[config.mk]
export PLATFORM = sky130hd
export DESIGN_NAME = cdt_top
export DESIGN_NICKNAME = d
export VERILOG_FILES = /design/src/rtl/cdt_pkg.sv /design/src/rtl/cdt_ctrl_regs.sv /design/src/rtl/cdt_tick_sel.sv /design/src/rtl/cdt_counter.sv /design/src/rtl/cdt_top.sv
export SDC_FILE = /design/constraint.sdc
export NUM_CORES = 1
export LEC_CHECK = 0
export ABC_AREA = 1
export BUFFER_PORTS_ARGS = -buffer_cell sky130_fd_sc_hd__buf_2
export CORE_UTILIZATION = 50
export CTS_BUF_LIST = sky130_fd_sc_hd__clkbuf_4
export DETAILED_ROUTE_END_ITERATION = 8
export MAX_ROUTING_LAYER = met4
export PLACE_DENSITY = 0.73
export SKIP_LAST_GASP = 1
export SYNTH_ARGS = -nofsm -noshare
export SYNTH_HDL_FRONTEND = slang
export SYNTH_HIERARCHICAL = 1
export SYNTH_SLANG_ARGS = --single-unit
[constraint.sdc]
create_clock -name clk -period 2.1 [get_ports clk]
set_input_delay 0.42 -clock clk [delete_from_list [all_inputs] [get_ports clk]]
set_output_delay 0.42 -clock clk [all_outputs]
set_load 0.05 [all_outputs]
[src/rtl/cdt_pkg.sv]
package cdt_pkg;

    localparam int RATE_N      = 4;
    localparam int TAP_N       = RATE_N + 1;
    localparam int TAP_DEF_IDX = RATE_N;
    localparam int IDX_W       = $clog2(TAP_N);
    localparam int CTRL_W      = 5;

    typedef enum logic [1:0] {
        RATE_4K  = 2'd0,
        RATE_64  = 2'd1,
        RATE_1   = 2'd2,
        RATE_MIN = 2'd3
    } rate_e;

    typedef enum logic {
        ADDR_CTRL  = 1'b0,
        ADDR_COUNT = 1'b1
    } addr_e;

    typedef struct packed {
        logic  use_default;
        rate_e rate;
        logic  reload_en;
        logic  en;
    } ctrl_t;

    typedef enum logic [1:0] {
        ACT_HOLD,
        ACT_LOAD,
        ACT_DEC,
        ACT_RELOAD
    } act_e;

    localparam ctrl_t CTRL_RESET = '{use_default: 1'b1, rate: RATE_4K,
                                     reload_en: 1'b0, en: 1'b0};

    function automatic logic [IDX_W-1:0] tap_index(input ctrl_t c);
        if (c.use_default)
            return IDX_W'(TAP_DEF_IDX);
        return IDX_W'(c.rate);
    endfunction

    function automatic ctrl_t ctrl_update(input ctrl_t cur,
                                          input logic [CTRL_W-1:0] wd);
        ctrl_t n;
        n           = cur;
        n.en        = wd[0];
        n.reload_en = wd[1];
        if (wd[4]) begin
            n.rate        = rate_e'(wd[3:2]);
            n.use_default = 1'b0;
        end
        return n;
    endfunction

endpackage

[src/rtl/cdt_ctrl_regs.sv]
module cdt_ctrl_regs
    import cdt_pkg::*;
(
    input  logic              clk,
    input  logic              rst,
    input  logic              wr_en,
    input  logic              wr_addr,
    input  logic [CTRL_W-1:0] ctrl_wdata,
    output ctrl_t             ctrl_q,
    output logic              load_stb
);

    logic ctrl_wr;

    assign ctrl_wr  = wr_en && (addr_e'(wr_addr) == ADDR_CTRL);
    assign load_stb = wr_en && (addr_e'(wr_addr) == ADDR_COUNT);

    always_ff @(posedge clk) begin
        if (rst)
            ctrl_q <= CTRL_RESET;
        else if (ctrl_wr)
            ctrl_q <= ctrl_update(ctrl_q, ctrl_wdata);
    end

    // a rate-update write drops the 32 Hz reset selection
    p_rate_override_r2: assert property (@(posedge clk) disable iff (rst)
        (ctrl_wr && ctrl_wdata[4]) |=> !ctrl_q.use_default);

    // without the update bit the rate field is kept
    p_rate_kept_r2: assert property (@(posedge clk) disable iff (rst)
        (ctrl_wr && !ctrl_wdata[4]) |=> ($stable(ctrl_q.rate) && $stable(ctrl_q.use_default)));

endmodule

[src/rtl/cdt_tick_sel.sv]
module cdt_tick_sel
    import cdt_pkg::*;
(
    input  logic [TAP_N-1:0] taps,
    input  logic [IDX_W-1:0] idx,
    output logic             tick
);

    logic [TAP_N-1:0] hit;

    for (genvar i = 0; i < TAP_N; i++) begin : g_tap
        assign hit[i] = taps[i] && (idx == IDX_W'(i));
    end

    assign tick = |hit;

    always_comb begin
        p_single_tap_r3: assert ($onehot0(hit));
    end

endmodule

[src/rtl/cdt_counter.sv]
module cdt_counter #(
    parameter int CNT_W = 8
) (
    input  logic             clk,
    input  logic             rst,
    input  logic             tick,
    input  logic             en,
    input  logic             reload_en,
    input  logic             load_stb,
    input  logic [CNT_W-1:0] load_val,
    output logic [CNT_W-1:0] cnt_q,
    output logic             zero_evt
);

    import cdt_pkg::*;

    localparam logic [CNT_W-1:0] ONE = CNT_W'(1);

    logic [CNT_W-1:0] rld_q;
    act_e             act;

    always_comb begin
        act = ACT_HOLD;
        if (load_stb)
            act = ACT_LOAD;
        else if (tick && en)
            act = (cnt_q != '0) ? ACT_DEC : (reload_en ? ACT_RELOAD : ACT_HOLD);
    end

    always_ff @(posedge clk) begin
        if (rst) begin
            cnt_q    <= '0;
            rld_q    <= '0;
            zero_evt <= 1'b0;
        end else begin
            zero_evt <= 1'b0;
            unique case (act)
                ACT_LOAD: begin
                    cnt_q <= load_val;
                    rld_q <= load_val;
                end
                ACT_DEC: begin
                    cnt_q    <= cnt_q - ONE;
                    zero_evt <= (cnt_q == ONE);
                end
                ACT_RELOAD: cnt_q <= rld_q;
                default:    cnt_q <= cnt_q;
            endcase
        end
    end

    // a count write loads the value regardless of ticks
    p_load_r4: assert property (@(posedge clk) disable iff (rst)
        load_stb |=> (cnt_q == $past(load_val)));

    // disabled timer holds
    p_hold_off_r5: assert property (@(posedge clk) disable iff (rst)
        (!en && !load_stb) |=> $stable(cnt_q));

    // single step per tick
    p_step_r6: assert property (@(posedge clk) disable iff (rst)
        (tick && en && !load_stb && cnt_q != '0) |=> (cnt_q == $past(cnt_q) - ONE));

    // the event coincides with a zero count and lasts one cycle
    p_evt_zero_r7: assert property (@(posedge clk) disable iff (rst)
        zero_evt |-> (cnt_q == '0));
    p_evt_pulse_r7: assert property (@(posedge clk) disable iff (rst)
        zero_evt |=> !zero_evt);

    // no reload means zero is sticky
    p_stay_r8: assert property (@(posedge clk) disable iff (rst)
        (cnt_q == '0 && !reload_en && !load_stb) |=> (cnt_q == '0 && !zero_evt));

    // reload on a tick at zero
    p_reload_r9: assert property (@(posedge clk) disable iff (rst)
        (tick && en && reload_en && !load_stb && cnt_q == '0) |=> (cnt_q == $past(rld_q)));

    // writes never raise the event
    p_no_evt_load_r10: assert property (@(posedge clk) disable iff (rst)
        load_stb |=> !zero_evt);

endmodule

[src/rtl/cdt_top.sv]
module cdt_top
    import cdt_pkg::*;
#(
    parameter int CNT_W = 8
) (
    input  logic             clk,
    input  logic             rst,
    input  logic [4:0]       tick_taps,
    input  logic             wr_en,
    input  logic             wr_addr,
    input  logic [CNT_W-1:0] wr_data,
    output logic [CNT_W-1:0] count_o,
    output logic             zero_evt_o
);

    ctrl_t            ctrl_q;
    logic             load_stb;
    logic             tick;
    logic [IDX_W-1:0] sel_idx;

    assign sel_idx = tap_index(ctrl_q);

    cdt_ctrl_regs u_ctrl (
        .clk        (clk),
        .rst        (rst),
        .wr_en      (wr_en),
        .wr_addr    (wr_addr),
        .ctrl_wdata (wr_data[CTRL_W-1:0]),
        .ctrl_q     (ctrl_q),
        .load_stb   (load_stb)
    );

    cdt_tick_sel u_sel (
        .taps (tick_taps),
        .idx  (sel_idx),
        .tick (tick)
    );

    cdt_counter #(.CNT_W(CNT_W)) u_cnt (
        .clk       (clk),
        .rst       (rst),
        .tick      (tick),
        .en        (ctrl_q.en),
        .reload_en (ctrl_q.reload_en),
        .load_stb  (load_stb),
        .load_val  (wr_data),
        .cnt_q     (count_o),
        .zero_evt  (zero_evt_o)
    );

    // reset state seen at the ports
    p_reset_r1: assert property (@(posedge clk)
        rst |=> (count_o == '0 && !zero_evt_o));

endmodule

Yosys cells after proc, flatten, opt, wreduce, memory -nomap -nowiden --
Cells that the tools add are included.
Cells by class: add/subtract/negate cells 1, equality and inequality tests 8, multiplexer cells 8, bitwise logic cells 2, reduce and logical (&&, ||, !) cells 14
Operators by type and width (count):
- one-hot mux 8 bit (3 select lines) | 1
- equality test 8 x 1 -> 1 bit, second input constant | 1
- logical AND 1 bit | 8
- 2-to-1 mux 2 bit | 4
- nonzero test 8 bit | 1
- subtractor 8 x 1 -> 8 bit, second input constant | 1
- equality test 3 x 2 -> 1 bit, second input constant | 2
- 2-to-1 mux 3 bit | 2
- OR reduction 5 bit | 1
- equality test 2 bit, second input constant | 2
- equality test 3 x 1 -> 1 bit, second input constant | 1
- equality test 3 bit, second input constant | 1
- logical NOT 3 bit | 1
- nonzero test 3 bit | 1
- equality test 2 x 1 -> 1 bit, second input constant | 1
- inverter 1 bit | 2
- AND reduction 2 bit | 1
- OR reduction 2 bit | 1
- 2-to-1 mux 1 bit | 1
Storage, ports and cells: flip-flop bits (word level) 22, bits of input ports 17, output and inout port bits 9

Depth between registers and ports, before layout --
depth in word-level cells 11, mapped depth 16, depth with buffers taken out 16

Cells and area by module --
The synthesis kept the hierarchy.
Modules (own cells, without submodules):
- cdt_counter | times used 1, cells each 158, area an instance 1109.8 um2, sequential area each 340.3 um2
- cdt_ctrl_regs | times used 1, cells each 30, area an instance 202.7 um2, sequential area each 100.1 um2
- cdt_tick_sel | times used 1, cells each 17, area an instance 68.8 um2, sequential area each 0.0 um2
- cdt_top | times used 1, cells each 4, area an instance 15.0 um2, sequential area each 0.0 um2

Worst setup path after synthesis --
No wires, ideal clock.
path type flip-flop to flip-flop, from reg u_cnt.cnt_q[0], to reg u_cnt.cnt_q[5], setup time 0.062 ns, arrival time 1.699 ns, data required time 2.038 ns, path slack 0.339 ns, stages on the path, launching flop included 10, path buffers 0, period minus slack after synthesis 1.761 ns, path through dfxtp_1 > inv_1 > ha_1 > nand2_4 > nor2_4 > nor2_2 > nand2_1 > nor2_1 > nor2_1 > nor2_2
On the way: cells in the longest elaborated chain, start to end 6
Ends and longest elaborated chain:
- start, declared | RTL line cdt_counter.sv:11 | output logic [CNT_W-1:0] cnt_q,
- start signal, assigned | RTL line cdt_counter.sv:39 | cnt_q <= load_val;
- start signal, assigned | RTL line cdt_counter.sv:43 | cnt_q <= cnt_q - ONE;
- start signal, assigned | RTL line cdt_counter.sv:46 | ACT_RELOAD: cnt_q <= rld_q;
- nonzero test 8 bit | RTL line cdt_counter.sv:27 | act = (cnt_q != '0) ? ACT_DEC : (reload_en ? ACT_RELOAD : ACT_HOLD);
- 2-to-1 mux 2 bit | RTL line cdt_counter.sv:27
- 2-to-1 mux 2 bit | RTL line cdt_counter.sv:26 | else if (tick && en)
- 2-to-1 mux 2 bit | RTL line cdt_counter.sv:24 | if (load_stb)
- equality test 2 bit or equality test 2 x 1 -> 1 bit (tied branches) | RTL line cdt_counter.sv:37 | unique case (act)
- one-hot mux 8 bit (3 select lines) or nonzero test 3 bit (tied branches)
Several ways; a longest one is shown, not always the timed one. A chain may end at the register's enable or synchronous reset.

Worst setup path after layout --
from reg u_ctrl/ctrl_q[4] (netlist name), to reg u_cnt.cnt_q[2]
On the way: cells in the longest elaborated chain, start to end 10
Ends and longest elaborated chain:
- 2-to-1 mux 1 bit * | RTL line cdt_pkg.sv:39 | if (c.use_default)
- 2-to-1 mux 3 bit * | RTL line cdt_pkg.sv:41 | return IDX_W'(c.rate);
- via sel_idx[0] | RTL line cdt_top.sv:19 | logic [IDX_W-1:0] sel_idx;
- equality test 3 x 1 -> 1 bit, or another cell as far along | RTL line cdt_tick_sel.sv:12 | assign hit[i] = taps[i] && (idx == IDX_W'(i));
- logical AND 1 bit | RTL line cdt_tick_sel.sv:12
- OR reduction 5 bit * | RTL line cdt_tick_sel.sv:15 | assign tick = |hit;
- via tick | RTL line cdt_top.sv:18 | logic tick;
- logical AND 1 bit * | RTL line cdt_counter.sv:26
- 2-to-1 mux 2 bit * | RTL line cdt_counter.sv:26
- 2-to-1 mux 2 bit * | RTL line cdt_counter.sv:24
- equality test 2 bit or equality test 2 x 1 -> 1 bit (tied branches) | RTL line cdt_counter.sv:37
- one-hot mux 8 bit (3 select lines) or nonzero test 3 bit (tied branches)
The timed path passes the listed nets; every way through them passes the cells marked *.

==> results.toml <==
[place]
routabilityCongestion = 0.845
detailedPlacementHpwl_mm = 2.30
port-buffer-count = 25

[synthesis]
synth_seq_cells = 22
post_synth_num_cell_types = 27
synth_area_per_cell_sq_um = 6.68
yosys-top-cells-area = "sky130_fd_sc_hd__dfxtp_1 (32%), sky130_fd_sc_hd__nand2_1 (14%), sky130_fd_sc_hd__nor2_1 (9.9%)"
synth_cells = 209
postSynth.asyncResetShare_pct = 0
ys_dominant_reg_cell = "sky130_fd_sc_hd__dfxtp_1"
ys_top_cells_by_count = "sky130_fd_sc_hd__nand2_1 (51), sky130_fd_sc_hd__nor2_1 (37), sky130_fd_sc_hd__inv_1 (23)"
synth_area_sq_um = 1400
mappedNetlistNets = 228
ys_seq_area_share_pct = 31.5
synthMostInstantiatedCell = "sky130_fd_sc_hd__nand2_1"
synth_edf_count = 0
yosys.area.top_type_share_pct = 31.5
ys_warn_count = 6
synth_top_cell_by_area = "sky130_fd_sc_hd__dfxtp_1"

[grt]
antenna_violations_before_repair = 0
grt_max_degree = 13
global_route_wire_length_before_repair_mm = 4.95
grt-ovfl-total = 0
globalRouteTotalUtil_pct = 23.9
number_of_global_route_vias_before_repair = 1145

[min_path]
hold_path.startpoint = "wr_data[2]"
worst_hold_stages = 3
timing.hold.worst_endpoint = "u_ctrl/ctrl_q[2]$_SDFFE_PP0P_"
worstHoldPathType = "input port to register"

[timing]
max_slew.worst_pin.slew_ps = 408
fmax_mhz = 552
setup_viol_count_final = 0
slew_viol_final = 0
finClkSkew_ps = 8.95
hold_violations = 0
ratio_of_final_minimum_period_to_clock_period_pct = 86.2
final.min_clock_period_ps = 1810
timing.max_slew.rel_slack_pct = 72.8
setup_tns_ps = 0
rsz0062_at_grt = "false"

[routing]
remaining_routing_drc_violations = 0
wl_mm = 2.94
wire_per_inst_um = 11.0
iteration_count_of_the_initial_detailed_routing_pass = 4
viasPerCell = 5.02
ant_nets = 0
vias = 1340
drtIter0Drc = 43

[clock_network]
post_cts_hold_buffer_count = 0
cts-buffers-inserted = 3
h-tree-depth = 1
cts_root_buffer = "sky130_fd_sc_hd__clkbuf_4"
clkSlewWorstSetupHoldPaths_ps = 120
clockBufferDepth = 2
cts_tree = "yes"
clock_sink_count = 22
insertion_delay_ps = 310

[final_layout]
antenna_cells = 0
area.growth.synth_to_final_pct = 13.5
final_layout_size_suffix_gt1_share_pct = 25.7
finalCoreUtilization_pct = 61.7
design.final.nets = 257

[worst_setup_path]
critPathArrivalTime_ps = 2060
cp-start-kind = "register"
r2r_cells = 15
maximum_fanout_encountered_on_the_critical_timing_path = 8
regToRegStartpoint = "u_ctrl/ctrl_q[4]$_SDFFE_PP1P_"
r2r_slack_ps = 290
endpoint_of_the_most_critical_register_to_register_path = "u_cnt/cnt_q[2]$_SDFFE_PP0P_"
timing.critical_path.to_type = "register"
cp.required_ps = 2350
worst-setup-path-type = "register to register"

[floorplanning]
starting_density_of_the_core_pct = 54.4
num_io_pins = 26
coreArea_sq_um = 2570
die-height_um = 54.8
placement_rows = 18
die_area_sq_um = 3010
die_w_um = 54.8

[job]
max_cap_violations = 0

[power_and_ir_drop]
leakage_nw = 0.872
power.density_cell_area_nw_per_um2 = 636
irDropWorstVdd_uv = 495

[status]
outcome = "finished, final reports clean"
-- what timing repair did --
action | in CTS | in global routing
endpoints found under the setup margin | 0 | 1
setup buffers | 0 | 0
gates resized for setup | 0 | 1
-- metal layers --
metal	part of all wire (%)	GRT usage, %	vias up	wire length [um]
met5	0	-	-	0
met4	0.78	3.85	0	23
met3	6.2	5.83	4	183
met2	45	37.1	38	1330
met1	48	31.6	597	1410
li1	-	-	701	-
-- worst max path at each step --
stage,start,end,slack (ps)
finish,u_ctrl/ctrl_q[4]$_SDFFE_PP1P_,u_cnt/cnt_q[2]$_SDFFE_PP0P_,290
floorplan,u_cnt/cnt_q[0]$_SDFFE_PP0P_,u_cnt/cnt_q[5]$_SDFFE_PP0P_,340
CTS,u_ctrl/ctrl_q[4]$_SDFFE_PP1P_,u_cnt/cnt_q[2]$_SDFFE_PP0P_,250
global placement,u_ctrl/ctrl_q[4]$_SDFFE_PP1P_,u_cnt/cnt_q[2]$_SDFFE_PP0P_,310
global route,u_ctrl/ctrl_q[4]$_SDFFE_PP1P_,u_cnt/cnt_q[5]$_SDFFE_PP0P_,40
detailed placement,u_ctrl/ctrl_q[4]$_SDFFE_PP1P_,u_cnt/cnt_q[2]$_SDFFE_PP0P_,270
-- kinds of logic after synthesis --
| group | after synthesis | synth area share [%] |
|---|---|---|
| and+or+nand+nor | 136 | 48.5 |
| adders and majority gates | 2 | 1.79 |
| DFF | 22 | 31.5 |
| buffers and inverters | 33 | 9.50 |
| xor gates and xnor gates | 3 | 1.88 |
| AOI/OAI and AO/OA | 13 | 6.81 |
-- metrics by stage --
step / instance area [sq um] / power, mW / hold slack [ps] / setup slack, ps / instances
floorplan: 1400 / 0.742 / 467 / 339 / 209
global placement: 1550 / 0.812 / 490 / 307 / 263
detailed placement: 1550 / 0.814 / 488 / 273 / 263
CTS: 1580 / 1.01 / 358 / 245 / 267
global route: 1590 / 1.07 / 352 / 38.6 / 267
finish: 1590 / 1.01 / 355 / 290 / 267
-- power breakdown --
group          switching (mW)  internal, mW  leakage, nW  total (mW)
Combinational           0.223         0.109        0.675       0.332
Clock                   0.132        0.0695       0.0154       0.201
Sequential             0.0275         0.448        0.181       0.475
Total                   0.383         0.626        0.872        1.01
-- registers in the layout (all words and copies together), names as in the netlist --
signal and cells:
u_cnt/cnt_q 8, u_cnt/rld_q 8, u_cnt/zero_evt 1, u_ctrl/ctrl_q 5
-- layout make-up --
cell class              instances  area (sq um)
fillers                       255           982
multi-input cells             154           828
flip-flops and latches         22           440
repair buffers                 27           140
inverters                      30           113
well taps                      30          37.5
clock buffers                   3          22.5
clock inverters                 1          3.75
-- placed cells by master, fill, tap and decap left out, drive strengths merged --
master / instances
nor3: 6
nor2: 50
nand3b: 1
nand4: 2
clkbuf: 3
a21oi: 6
nand2: 58
o211a: 3
dfxtp: 22
xor2: 3
ha: 2
inv: 28
o21ai: 4
or2: 3
nand3: 16
buf: 27
clkinv: 3
-- critical path, stage by stage (launching register included) --
cell and delay [ps]:
sky130_fd_sc_hd__dfxtp_1 360, sky130_fd_sc_hd__nor2_1 210, sky130_fd_sc_hd__inv_2 70, sky130_fd_sc_hd__nand2_1 60
sky130_fd_sc_hd__nand3_1 60, sky130_fd_sc_hd__nand2_1 60, sky130_fd_sc_hd__nand2_1 40, sky130_fd_sc_hd__nand2_1 90
sky130_fd_sc_hd__nand2_4 80, sky130_fd_sc_hd__nor2_8 180, sky130_fd_sc_hd__nand2_4 110, sky130_fd_sc_hd__nor2_8 160
sky130_fd_sc_hd__nand2_1 60, sky130_fd_sc_hd__nand2_1 50, sky130_fd_sc_hd__nor2_1 40, sky130_fd_sc_hd__nor2_1 110
(Power assumes the default switching activity.)
